**src/rtl/cfg_hdr_pkg.sv**
```systemverilog
package cfg_hdr_pkg;

    localparam int unsigned HDR_BYTES = 64;
    localparam int unsigned MAX_BARS  = 6;

    // header byte offsets (fixed by the register layout software decodes)
    localparam logic [7:0] OFS_VENDOR = 8'h00;
    localparam logic [7:0] OFS_DEVICE = 8'h02;
    localparam logic [7:0] OFS_CMD    = 8'h04;
    localparam logic [7:0] OFS_STAT   = 8'h06;
    localparam logic [7:0] OFS_REV    = 8'h08;
    localparam logic [7:0] OFS_PROGIF = 8'h09;
    localparam logic [7:0] OFS_SUBCLS = 8'h0A;
    localparam logic [7:0] OFS_CLASS  = 8'h0B;
    localparam logic [7:0] OFS_CLS    = 8'h0C;
    localparam logic [7:0] OFS_LAT    = 8'h0D;
    localparam logic [7:0] OFS_HDR    = 8'h0E;
    localparam logic [7:0] OFS_BIST   = 8'h0F;
    localparam logic [7:0] OFS_BAR0   = 8'h10;
    localparam logic [7:0] OFS_CIS    = 8'h28;
    localparam logic [7:0] OFS_SSVID  = 8'h2C;
    localparam logic [7:0] OFS_SSID   = 8'h2E;
    localparam logic [7:0] OFS_ROM    = 8'h30;
    localparam logic [7:0] OFS_ILINE  = 8'h3C;
    localparam logic [7:0] OFS_IPIN   = 8'h3D;
    localparam logic [7:0] OFS_MGNT   = 8'h3E;
    localparam logic [7:0] OFS_MLAT   = 8'h3F;

    localparam logic [31:0] IO_TYPE_BITS  = 32'h0000_0003;
    localparam logic [31:0] MEM_TYPE_BITS = 32'h0000_000F;
    localparam logic [31:0] ROM_PROBE_VAL = 32'hFFFF_FFFE;

    typedef enum logic [3:0] {
        WR_NONE,
        WR_IGNORE,
        WR_ILINE,
        WR_CLS,
        WR_LAT,
        WR_CMD,
        WR_STAT,
        WR_BAR,
        WR_ROM
    } wr_kind_e;

    typedef struct packed {
        logic     bad;
        wr_kind_e kind;
        logic [2:0] bar_sel;
    } acc_dec_t;

    typedef struct packed {
        logic [15:0] cmd;
        logic [15:0] stat;
        logic [7:0]  cls;
        logic [7:0]  lat;
        logic [7:0]  iline;
        logic [31:0] rom;
        logic        ack;
        logic        err;
        logic [31:0] rdata;
    } hdr_state_t;

    function automatic logic [31:0] type_bits(input logic [31:0] v);
        return v[0] ? IO_TYPE_BITS : MEM_TYPE_BITS;
    endfunction

    function automatic logic [31:0] probe_mask(input logic [31:0] size);
        return ~(size - 32'd1);
    endfunction

    function automatic logic is_pow2_or_zero(input logic [31:0] v);
        return (v & (v - 32'd1)) == 32'd0;
    endfunction

endpackage

```
**src/rtl/cfg_access_dec.sv**
```systemverilog
module cfg_access_dec
    import cfg_hdr_pkg::*;
#(
    parameter int unsigned BAR_COUNT = 6
) (
    input  logic [7:0] off_i,
    input  logic [2:0] size_i,
    input  logic       we_i,
    output acc_dec_t   dec_o
);

    logic [8:0] end_ofs;
    logic       size_ok;
    logic [7:0] bar_rel;

    always_comb begin
        dec_o   = '{bad: 1'b0, kind: WR_NONE, bar_sel: 3'd0};
        size_ok = (size_i == 3'd1) || (size_i == 3'd2) || (size_i == 3'd4);
        end_ofs = {1'b0, off_i} + {6'd0, size_i};
        bar_rel = off_i - OFS_BAR0;

        if (!size_ok || (end_ofs > 9'(HDR_BYTES))) begin
            dec_o.bad = 1'b1;
        end else if (we_i) begin
            case (size_i)
                3'd1: begin
                    case (off_i)
                        OFS_ILINE: dec_o.kind = WR_ILINE;
                        OFS_CLS:   dec_o.kind = WR_CLS;
                        OFS_LAT:   dec_o.kind = WR_LAT;
                        OFS_REV, OFS_IPIN, OFS_MGNT, OFS_MLAT:
                                   dec_o.kind = WR_IGNORE;
                        default:   dec_o.bad  = 1'b1;
                    endcase
                end
                3'd2: begin
                    case (off_i)
                        OFS_CMD:  dec_o.kind = WR_CMD;
                        OFS_STAT: dec_o.kind = WR_STAT;
                        OFS_CLS:  dec_o.kind = WR_CLS;
                        default:  dec_o.bad  = 1'b1;
                    endcase
                end
                default: begin
                    if ((off_i >= OFS_BAR0) && (bar_rel[1:0] == 2'b00) &&
                        (bar_rel[7:2] < 6'(BAR_COUNT))) begin
                        dec_o.kind    = WR_BAR;
                        dec_o.bar_sel = bar_rel[4:2];
                    end else if (off_i == OFS_ROM) begin
                        dec_o.kind = WR_ROM;
                    end else if (off_i == OFS_CMD) begin
                        dec_o.kind = WR_CMD;
                    end else begin
                        dec_o.bad = 1'b1;
                    end
                end
            endcase
        end
    end

endmodule

```
**src/rtl/cfg_bar_slot.sv**
```systemverilog
module cfg_bar_slot
    import cfg_hdr_pkg::*;
#(
    parameter logic [31:0] SIZE   = 32'd0,
    parameter logic [31:0] INIT   = 32'd0,
    parameter bit          LEGACY = 1'b0
) (
    input  logic        clk_i,
    input  logic        rst_ni,
    input  logic        wr_en_i,
    input  logic [31:0] wdata_i,
    output logic [31:0] rd_val_o,
    output logic [31:0] base_o,
    output logic        valid_o
);

    if (!is_pow2_or_zero(SIZE)) begin : g_bad_size
        $error("cfg_bar_slot: region size must be zero or a power of two");
    end

    logic [31:0] bar_d, bar_q;
    logic [31:0] wr_val;
    logic [31:0] keep_bits;

    always_comb begin
        keep_bits = type_bits(bar_q);
        wr_val    = (wdata_i == 32'hFFFF_FFFF) ? probe_mask(SIZE) : wdata_i;
        bar_d     = bar_q;
        if (wr_en_i && !LEGACY) begin
            bar_d = (wr_val & ~keep_bits) | (bar_q & keep_bits);
        end
    end

    always_ff @(posedge clk_i or negedge rst_ni) begin
        if (!rst_ni) begin
            bar_q <= LEGACY ? 32'd0 : INIT;
        end else begin
            bar_q <= bar_d;
        end
    end

    assign rd_val_o = bar_q;

    if (LEGACY) begin : g_fixed
        assign base_o  = INIT;
        assign valid_o = (INIT != 32'd0);
    end else begin : g_prog
        assign base_o  = bar_q & ~type_bits(bar_q);
        assign valid_o = (base_o != 32'd0);
    end

    AST_BAR_TYPE_HELD: assert property (@(posedge clk_i) disable iff (!rst_ni)
        wr_en_i |=> (((bar_q ^ $past(bar_q)) & type_bits($past(bar_q))) == 32'd0));

    AST_IDLE_HOLDS: assert property (@(posedge clk_i) disable iff (!rst_ni)
        !wr_en_i |=> $stable(bar_q));

    AST_LEGACY_ZERO: assert property (@(posedge clk_i) disable iff (!rst_ni)
        wr_en_i |=> (!LEGACY || (rd_val_o == 32'd0)));

endmodule

```
**src/rtl/cfg_hdr_regs.sv**
```systemverilog
module cfg_hdr_regs
    import cfg_hdr_pkg::*;
#(
    parameter int unsigned BAR_COUNT  = 6,
    parameter logic [15:0] VENDOR_ID  = 16'hC0DE,
    parameter logic [15:0] DEVICE_ID  = 16'hBEEF,
    parameter logic [15:0] CMD_INIT   = 16'h0000,
    parameter logic [15:0] STAT_INIT  = 16'h0010,
    parameter logic [7:0]  REV_ID     = 8'h02,
    parameter logic [7:0]  PROG_IF    = 8'h00,
    parameter logic [7:0]  SUB_CLASS  = 8'h80,
    parameter logic [7:0]  BASE_CLASS = 8'h02,
    parameter logic [7:0]  CLS_INIT   = 8'h00,
    parameter logic [7:0]  LAT_INIT   = 8'h00,
    parameter logic [7:0]  HDR_TYPE   = 8'h00,
    parameter logic [7:0]  BIST_INIT  = 8'h00,
    parameter logic [BAR_COUNT*32-1:0] BAR_INIT =
        {32'hC000_0000, 32'h0000_0000, 32'h0000_03F8,
         32'h0000_0008, 32'h0000_0001, 32'h0000_0000},
    parameter logic [BAR_COUNT*32-1:0] BAR_SIZE =
        {32'h0000_1000, 32'h0000_0000, 32'h0000_0008,
         32'h0010_0000, 32'h0000_0100, 32'h0000_1000},
    parameter logic [BAR_COUNT-1:0] BAR_LEGACY = 6'b001000,
    parameter logic [31:0] CIS_PTR    = 32'h0000_0000,
    parameter logic [15:0] SUBSYS_VID = 16'h1111,
    parameter logic [15:0] SUBSYS_ID  = 16'h2222,
    parameter logic [31:0] ROM_INIT   = 32'h0000_0000,
    parameter logic [7:0]  ILINE_INIT = 8'h0B,
    parameter logic [7:0]  INT_PIN    = 8'h01,
    parameter logic [7:0]  MIN_GNT    = 8'h04,
    parameter logic [7:0]  MAX_LAT    = 8'h08
) (
    input  logic                    clk_i,
    input  logic                    rst_ni,
    input  logic                    req_i,
    input  logic                    we_i,
    input  logic [7:0]              off_i,
    input  logic [2:0]              size_i,
    input  logic [31:0]             wdata_i,
    output logic                    ack_o,
    output logic [31:0]             rdata_o,
    output logic                    err_o,
    output logic [BAR_COUNT*32-1:0] bar_base_o,
    output logic [BAR_COUNT-1:0]    bar_valid_o
);

    localparam int unsigned IMG_BITS = HDR_BYTES * 8;

    if ((BAR_COUNT == 0) || (BAR_COUNT > MAX_BARS)) begin : g_bad_count
        $error("cfg_hdr_regs: BAR_COUNT must be 1 to 6");
    end

    localparam hdr_state_t ST_RESET = '{
        cmd:   CMD_INIT,
        stat:  STAT_INIT,
        cls:   CLS_INIT,
        lat:   LAT_INIT,
        iline: ILINE_INIT,
        rom:   ROM_INIT,
        ack:   1'b0,
        err:   1'b0,
        rdata: 32'd0
    };

    hdr_state_t             st_d, st_q;
    acc_dec_t               dec;
    logic [BAR_COUNT-1:0]   bar_wr;
    logic [BAR_COUNT*32-1:0] bar_rd;
    logic [IMG_BITS-1:0]    img;
    logic [31:0]            rd_word;
    logic [5:0]             byte_idx;

    // ---------------- access decode ----------------
    cfg_access_dec #(
        .BAR_COUNT (BAR_COUNT)
    ) u_dec (
        .off_i  (off_i),
        .size_i (size_i),
        .we_i   (we_i),
        .dec_o  (dec)
    );

    // ---------------- base address slots ----------------
    for (genvar b = 0; b < BAR_COUNT; b++) begin : g_bar
        cfg_bar_slot #(
            .SIZE   (BAR_SIZE[b*32 +: 32]),
            .INIT   (BAR_INIT[b*32 +: 32]),
            .LEGACY (BAR_LEGACY[b])
        ) u_slot (
            .clk_i    (clk_i),
            .rst_ni   (rst_ni),
            .wr_en_i  (bar_wr[b]),
            .wdata_i  (wdata_i),
            .rd_val_o (bar_rd[b*32 +: 32]),
            .base_o   (bar_base_o[b*32 +: 32]),
            .valid_o  (bar_valid_o[b])
        );
    end

    // ---------------- header image, little-endian ----------------
    always_comb begin
        img = '0;
        img[8*OFS_VENDOR +: 16] = VENDOR_ID;
        img[8*OFS_DEVICE +: 16] = DEVICE_ID;
        img[8*OFS_CMD    +: 16] = st_q.cmd;
        img[8*OFS_STAT   +: 16] = st_q.stat;
        img[8*OFS_REV    +: 8]  = REV_ID;
        img[8*OFS_PROGIF +: 8]  = PROG_IF;
        img[8*OFS_SUBCLS +: 8]  = SUB_CLASS;
        img[8*OFS_CLASS  +: 8]  = BASE_CLASS;
        img[8*OFS_CLS    +: 8]  = st_q.cls;
        img[8*OFS_LAT    +: 8]  = st_q.lat;
        img[8*OFS_HDR    +: 8]  = HDR_TYPE;
        img[8*OFS_BIST   +: 8]  = BIST_INIT;
        for (int b = 0; b < BAR_COUNT; b++) begin
            img[8*OFS_BAR0 + 32*b +: 32] = bar_rd[b*32 +: 32];
        end
        img[8*OFS_CIS    +: 32] = CIS_PTR;
        img[8*OFS_SSVID  +: 16] = SUBSYS_VID;
        img[8*OFS_SSID   +: 16] = SUBSYS_ID;
        img[8*OFS_ROM    +: 32] = st_q.rom;
        img[8*OFS_ILINE  +: 8]  = st_q.iline;
        img[8*OFS_IPIN   +: 8]  = INT_PIN;
        img[8*OFS_MGNT   +: 8]  = MIN_GNT;
        img[8*OFS_MLAT   +: 8]  = MAX_LAT;
    end

    // byte lanes of the read word
    always_comb begin
        rd_word  = '0;
        byte_idx = '0;
        for (int k = 0; k < 4; k++) begin
            byte_idx = off_i[5:0] + 6'(k);
            if (k < int'(size_i)) begin
                rd_word[k*8 +: 8] = img[8*int'(byte_idx) +: 8];
            end
        end
    end

    // ---------------- next state ----------------
    always_comb begin
        st_d       = st_q;
        st_d.ack   = req_i;
        st_d.err   = req_i && dec.bad;
        st_d.rdata = '0;
        bar_wr     = '0;
        if (req_i && !dec.bad) begin
            if (!we_i) begin
                st_d.rdata = rd_word;
            end else begin
                case (dec.kind)
                    WR_ILINE: st_d.iline = wdata_i[7:0];
                    WR_CLS:   st_d.cls   = wdata_i[7:0];
                    WR_LAT:   st_d.lat   = wdata_i[7:0];
                    WR_CMD:   st_d.cmd   = wdata_i[15:0];
                    WR_STAT:  st_d.stat  = wdata_i[15:0];
                    WR_ROM:   st_d.rom   = (wdata_i == ROM_PROBE_VAL) ?
                                           32'hFFFF_FFFF : wdata_i;
                    WR_BAR: begin
                        for (int b = 0; b < BAR_COUNT; b++) begin
                            bar_wr[b] = (dec.bar_sel == 3'(b));
                        end
                    end
                    default: ;
                endcase
            end
        end
    end

    always_ff @(posedge clk_i or negedge rst_ni) begin
        if (!rst_ni) begin
            st_q <= ST_RESET;
        end else begin
            st_q <= st_d;
        end
    end

    assign ack_o   = st_q.ack;
    assign err_o   = st_q.err;
    assign rdata_o = st_q.rdata;

    // ---------------- assertions ----------------
    AST_ACK_AFTER_REQ: assert property (@(posedge clk_i) disable iff (!rst_ni)
        req_i |=> ack_o);

    AST_NO_SPURIOUS_ACK: assert property (@(posedge clk_i) disable iff (!rst_ni)
        !req_i |=> !ack_o);

    AST_ERR_FLAGGED: assert property (@(posedge clk_i) disable iff (!rst_ni)
        (req_i && dec.bad) |=> (err_o && ack_o));

    AST_ERR_ZERO_DATA: assert property (@(posedge clk_i) disable iff (!rst_ni)
        err_o |-> (rdata_o == 32'd0));

    AST_ERR_NO_CHANGE: assert property (@(posedge clk_i) disable iff (!rst_ni)
        (req_i && dec.bad) |=> ($stable({st_q.cmd, st_q.stat, st_q.cls,
                                         st_q.lat, st_q.iline, st_q.rom})
                                && $stable(bar_rd)));

    AST_IGNORED_BYTE: assert property (@(posedge clk_i) disable iff (!rst_ni)
        (req_i && we_i && (dec.kind == WR_IGNORE)) |=>
            $stable({st_q.cmd, st_q.stat, st_q.cls, st_q.lat, st_q.iline, st_q.rom}));

    AST_ROM_PROBE: assert property (@(posedge clk_i) disable iff (!rst_ni)
        (req_i && we_i && (dec.kind == WR_ROM) && (wdata_i == ROM_PROBE_VAL)) |=>
            (st_q.rom == 32'hFFFF_FFFF));

endmodule

```
**config.mk**
```make
export PLATFORM = sky130hd
export DESIGN_NAME = cfg_hdr_regs
export DESIGN_NICKNAME = d
export VERILOG_FILES = /design/src/rtl/cfg_hdr_pkg.sv /design/src/rtl/cfg_access_dec.sv /design/src/rtl/cfg_bar_slot.sv /design/src/rtl/cfg_hdr_regs.sv
export SDC_FILE = /design/constraint.sdc
export NUM_CORES = 1
export LEC_CHECK = 0
export BUFFER_PORTS_ARGS = -buffer_cell sky130_fd_sc_hd__buf_2
export CORE_ASPECT_RATIO = 1.2
export CORE_MARGIN = 2
export CORE_UTILIZATION = 40
export DETAILED_ROUTE_END_ITERATION = 12
export PLACE_DENSITY = 0.54
export SLEW_MARGIN = 10
export SYNTH_ARGS = -nofsm -noshare
export SYNTH_HDL_FRONTEND = slang
export SYNTH_HIERARCHICAL = 1
export SYNTH_SLANG_ARGS = --single-unit
export TNS_END_PERCENT = 100
```
**constraint.sdc**
```tcl
create_clock -name clk_i -period 2.4 [get_ports clk_i]
set_input_delay 0.36 -clock clk_i [delete_from_list [all_inputs] [get_ports clk_i]]
set_output_delay 0.36 -clock clk_i [all_outputs]
set_load 0.05 [all_outputs]
```
==> flow_summary.ini, run 1 <==
[cts]
cts.clk_slew.worst_paths_ns = 0.06
cts_root_buffer = clkbuf_16
cts_sinks = 264
cts_made_buffers = 31
cts_buffer_depth = 3
cts_tree = built
htree_levels = 1
insertion_delay_ns = 0.62

[worst_setup_path]
r2r-end = rdata_o[4]
setup.worst_path.start_class = input pin
required_ns = 2.89
cp_max_fo = 8
critPathMaxStageDelay_ns = 0.44
path_class = input pin to flop
crit_path_frequent_cell = buf_4
r2r_slack_ns = 0.02
path_buf_inv = 9
cp-startpoint = off_i[0]
end_kind = flop
cp_cell_sequence = buf_8, ha_4, buf_4, buf_4, a211oi_2, buf_4, nor2_1, and4_2, o311ai_4, buf_6, buf_4, nor3_2, nand3b_1, or3_4, nor3_4, buf_12, buf_12, buf_16, mux2_4
reg2reg_from = img[60]
arrival_ns = 3.77
critPathTopFamily = simple AND/OR/NAND/NOR gates
path_depth = 19
slowest_stage = or3_4
endpoint = g_bar[0].u_slot/rd_val_o[24]
rr_worst_depth = 7

[routing]
drt_iter0_markers = 2501
routed-via-count = 22600
route.detailed.drc = 0
via_per_inst = 6.506
wire_per_inst_um = 33.46
drtPass1Iterations = 8
wl_mm = 116.2
antenna_left = 0

[synthesis]
syn_avg_cell_area_um2 = 11.01
yosys_warnings = 6
synthCells = 2141
netlist_area_um2 = 23570

[global_route]
grt_max_degree = 72
grt_pass1_wl_mm = 161.6
grt.overflow.total = 0
grtUsageTotal_pct = 36.99
antenna_found_initial = 6
grt_pass1_vias = 21680

[pwr]
p_total_w = 0.01326
p_leak_nw = 13.92
power_density_nw_per_um2 = 418.4
peakVddDrop_mv = 0.5730

[timing]
slew_violations = 0
setup_viol = 264
clock_skew_ns = 0.02353
finalCritPeriodShare_pct = 136.7
layout_setup_ws_ns = -0.8802
worst_pin_slew_ns = 0.8018
relSlewSlack_pct = 46.35
fin_crit_ns = 3.280
rsz0062_at_grt = yes
fmaxAchievable_ghz = 0.3049
finalHoldViolCount = 0
setup-tns-final_ns = -186.84

[floorplanning]
fp.dieH_um = 269.9
die_w_um = 225.6
dieArea_um2 = 60890
io_pins = 279
coreArea_um2 = 58380
initial_core_util_pct = 40.37
num_rows = 97

[placement]
gp_congestion = 1.006
port_buffers = 227
hpwl_mm = 84.43

[run_status]
status = finished with violations
violations = setup timing

[min_path]
hold_path_class = input pin to flop

[final_layout]
final_core_util_pct = 54.28
seqCellArea_um2 = 6634
multi_input_area_um2 = 15830
fin_nets = 2722
fillers = 5134
syn2layout_area_growth_pct = 34.45
drive_gt1_share_pct = 55.43

[job]
cap_violations = 0
[worst reg2reg max path, cell delays in order (launching register included)]
cell       delay [ns]
dfrtp_1          0.37
mux4_2           0.46
a211oi_1         0.32
buf_4            0.18
a311oi_1         0.09
a2111oi_2        0.57
buf_4            0.23
a311oi_4         0.05
[registers in the layout, indices dropped and copies added, names as in the netlist]
signal and cells:
g_bar.u_slot/rd_val_o 142, img 88, err_o 1, ack_o 1, rdata_o 32
[cell type report]
type / count / share of cell area [%]
diodes: 2 / 0.01579
clock buffers: 45 / 2.867
clock inverters: 12 / 0.3317
inverters: 79 / 0.9634
multi-input cells: 1492 / 49.96
flip-flops and latches: 264 / 20.93
well taps: 792 / 3.127
repair buffers: 787 / 21.80
[worst min-delay path by stage]
stage / from / to / slack [ns] / depth (start not counted)
global placement: rst_ni / g_bar[2].u_slot/rd_val_o[11] / 0.28 / 1
floorplan: rst_ni / ack_o / 0.06 / 0
finish: wdata_i[21] / g_bar[4].u_slot/rd_val_o[21] / 0.12 / 3
CTS: wdata_i[21] / g_bar[4].u_slot/rd_val_o[21] / 0.1 / 3
global route: wdata_i[8] / g_bar[5].u_slot/rd_val_o[8] / 0.12 / 3
detailed placement: rst_ni / g_bar[2].u_slot/rd_val_o[11] / 0.28 / 1
[stage by stage]
| step | setup slack, ns | area (µm²) | hold slack, ns | cells |
|---|---|---|---|---|
| after CTS | -0.7825 | 30760 | 0.09654 | 3434 |
| after global placement | -1.615 | 27590 | 0.2808 | 3312 |
| after global routing | -0.9553 | 31690 | 0.1189 | 3473 |
| after detailed placement | -1.732 | 27590 | 0.2839 | 3312 |
| after floorplan | -1.171 | 24550 | 0.06441 | 2233 |
| final | -0.8802 | 31690 | 0.1185 | 3473 |
[placed cells by master (no fill, tap or decap), types with 10 or more instances in the layout]
cell type  instances
buf_6             38
bufbuf_16         10
mux2_4           122
nor4_4            10
a22oi_1           11
nand2b_1          10
buf_4            431
nor3_1            31
nand2_1          152
nand3_1           32
nand4_1           62
dfrtp_2           16
inv_1             71
nor2_1            50
nor4_2            12
conb_1           101
o21ai_0           31
buf_8             16
clkbuf_16         41
nand2_2           20
ha_1              16
mux2_2            57
nor4_1            27
mux2i_1           54
o211ai_1          11
a211oi_1          17
a31oi_1           12
mux4_2           242
o22ai_1           46
dfrtp_1          242
a21oi_1           67
buf_2            218
o22ai_2           24
buf_12            52
buf_16            10
[layer usage]
metal  vias to the layer above  wire length (µm)  GRT usage (%)
met5                         -                26              0
met4                         4              9524          23.16
met3                       348             11650          6.799
met2                      1644             51870          56.51
met1                     11640             43130          48.53
li1                       8958                 -              -
[where the power goes]
part | leakage (nW) | switching (W) | total [W] | internal [W]
clock | 0.498 | 0.00215 | 0.00488 | 0.00273
sequential | 3.34 | 0.00000322 | 0.00446 | 0.00446
combinational | 10.1 | 0.00239 | 0.00392 | 0.00153
total | 13.9 | 0.00454 | 0.0133 | 0.00872
[what timing repair did]
item	4_1_cts	5_1_grt
hold buffers	2	0
cloned	17	17
gates resized for setup	264	92
hold endpoints to repair	34	0
pin swaps	35	25
setup buffers	54	32
endpoints found under the setup margin	266	267
No activity file was read; power rests on OpenSTA's default activity.
==> inputs of run 2 (changes only) <==
TNS_END_PERCENT = 50   (was 100)
==> flow_summary.ini, run 2 (synthesis gave the netlist of run 1 again) <==
[run_status]
status = finished with violations
violations = setup timing

[floorplanning]
io_pins = 279
die_w_um = 225.6
initial_core_util_pct = 40.37
fp.dieH_um = 269.9
num_rows = 97
coreArea_um2 = 58380
dieArea_um2 = 60890

[global_route]
grt_max_degree = 114
grt_pass1_wl_mm = 159.2
grtUsageTotal_pct = 36.15
antenna_found_initial = 7
grt_pass1_vias = 22100
grt.overflow.total = 0

[final_layout]
drive_gt1_share_pct = 54.21
final_cell_mix = 441 x buf_4, 254 x dfrtp_1, 242 x mux4_2, 223 x buf_2, 147 x nand2_1
largest_reg_flops = 142
fin_nets = 2702
layout_commonest_cell = buf_4
design_area_um2 = 30770
syn2layout_area_growth_pct = 30.55

[worst_setup_path]
cp_max_fo = 6
end_kind = flop
required_ns = 2.88
setup.worst_path.start_class = input pin
arrival_ns = 3.83
path_class = input pin to flop

[cts]
cts_tree = built
cts_sinks = 264
cts_made_buffers = 29
insertion_delay_ns = 0.60
cts.clk_slew.worst_paths_ns = 0.06
cts_buffer_depth = 3
cts_root_buffer = clkbuf_16
htree_levels = 1

[routing]
routed-via-count = 22190
wire_per_inst_um = 32.08
via_per_inst = 6.423
antenna_left = 0
route.detailed.drc = 0
wl_mm = 110.8
drt_iter0_markers = 2499
drtPass1Iterations = 5

[placement]
port_buffers = 227
gp_congestion = 1.011
hpwl_mm = 83.75
dpl_worst_slack_ns = -1.722
post_dp_cell_area_um2 = 27630

[timing]
finalCritPeriodShare_pct = 139.8
fin_crit_ns = 3.355
rsz0062_at_grt = yes
slew_violations = 0
clock_skew_ns = 0.01047
setup_viol = 265
relSlewSlack_pct = 43.75
fmaxAchievable_ghz = 0.2980
worst_pin_slew_ns = 0.8362
finalHoldViolCount = 0
layout_setup_ws_ns = -0.9553
setup-tns-final_ns = -193.37

[pwr]
peakVddDrop_mv = 0.5503
power_density_nw_per_um2 = 421.2
p_leak_nw = 13.64

[min_path]
hold_path_class = input pin to flop

[job]
cap_violations = 0
==> run 2: cell count changes in the layout (fill, tap and decap cells not counted), sizes merged <==
cell      before  now
clkbuf        55   40
bufbuf        10    1
bufinv         1    4
clkinv        10   13
clkinvlp       3    0
diode          2    5
buf          765  766
inv           77   76
==> run 2: critical path, stage by stage <==
cell and delay (ns):
buf_8 0.10, ha_4 0.15, fa_2 0.39, xor2_2 0.17, nor3_2 0.16, nor4b_4 0.30
o311ai_4 0.15, a311o_1 0.32, nor2b_2 0.17, nand3_2 0.11, buf_6 0.14, or3_4 0.39
buf_6 0.15, nor2_4 0.09, buf_6 0.13, buf_16 0.13, buf_12 0.12, mux2_4 0.29
==> run 2: area by class of cell <==
class                           count  area [µm²]
Fill cell                        5214       27610
Multi-Input combinational cell   1492       15540
Sequential cell                   264        6619
Timing Repair Buffer              769        6314
Tap cell                          792       991.0
Clock buffer                       40       817.0
Inverter                           79       296.5
Clock inverter                     14       177.7
Antenna cell                        5       12.51
==> run 2: power breakdown <==
part           internal, W  switching (W)  leakage (nW)
clock              0.00280        0.00203         0.497
combinational      0.00142        0.00225          9.79
sequential         0.00446     0.00000316          3.35
total              0.00868        0.00428          13.6
==> run 2: path summary, 6_finish.rpt <==
kind                              from                            to  slack (ns)  cells after the start
setup / recovery             size_i[0]  g_bar[1].u_slot/rd_val_o[14]       -0.96                     18
setup reg to reg               img[60]                    rdata_o[4]       -0.10                      7
hold reg to reg                img[45]                       img[45]        0.52                      1
max in group asynchronous       rst_ni                       img[49]        1.30                      4
min in group asynchronous       rst_ni  g_bar[2].u_slot/rd_val_o[11]        0.28                      2
hold / removal             wdata_i[26]                      img[410]        0.14                      2
==> run 2: through the flow <==
stage | std cells | power [W] | utilization, % | hold WS (ns)
6_report | 3455 | 0.01296 | 52.71 | 0.1412
5_1_grt | 3453 | 0.01330 | 52.70 | 0.1275
4_1_cts | 3449 | 0.01282 | 51.65 | 0.1063
3_5_place_dp | 3339 | 0.007957 | 47.33 | 0.3013
3_3_place_gp | 3339 | 0.007949 | 47.33 | 0.3001
2_1_floorplan | 2233 | 0.006426 | - | 0.06441
==> run 2: repair_timing <==
action                                  in CTS  in global routing
gates cloned                                18                  0
hold endpoints to repair                    36                  0
gates resized for setup                    165                125
pin swaps                                   25                 24
endpoints found under the setup margin     265                267
setup buffers                               37                  4
hold buffers                                 2                  0
==> run 2: metal layers <==
metal,part of all wire (%),track usage [%]
met5,0.031,0
met4,7.6,22.87
met3,8.8,7.594
met2,46,55.95
met1,38,46.05
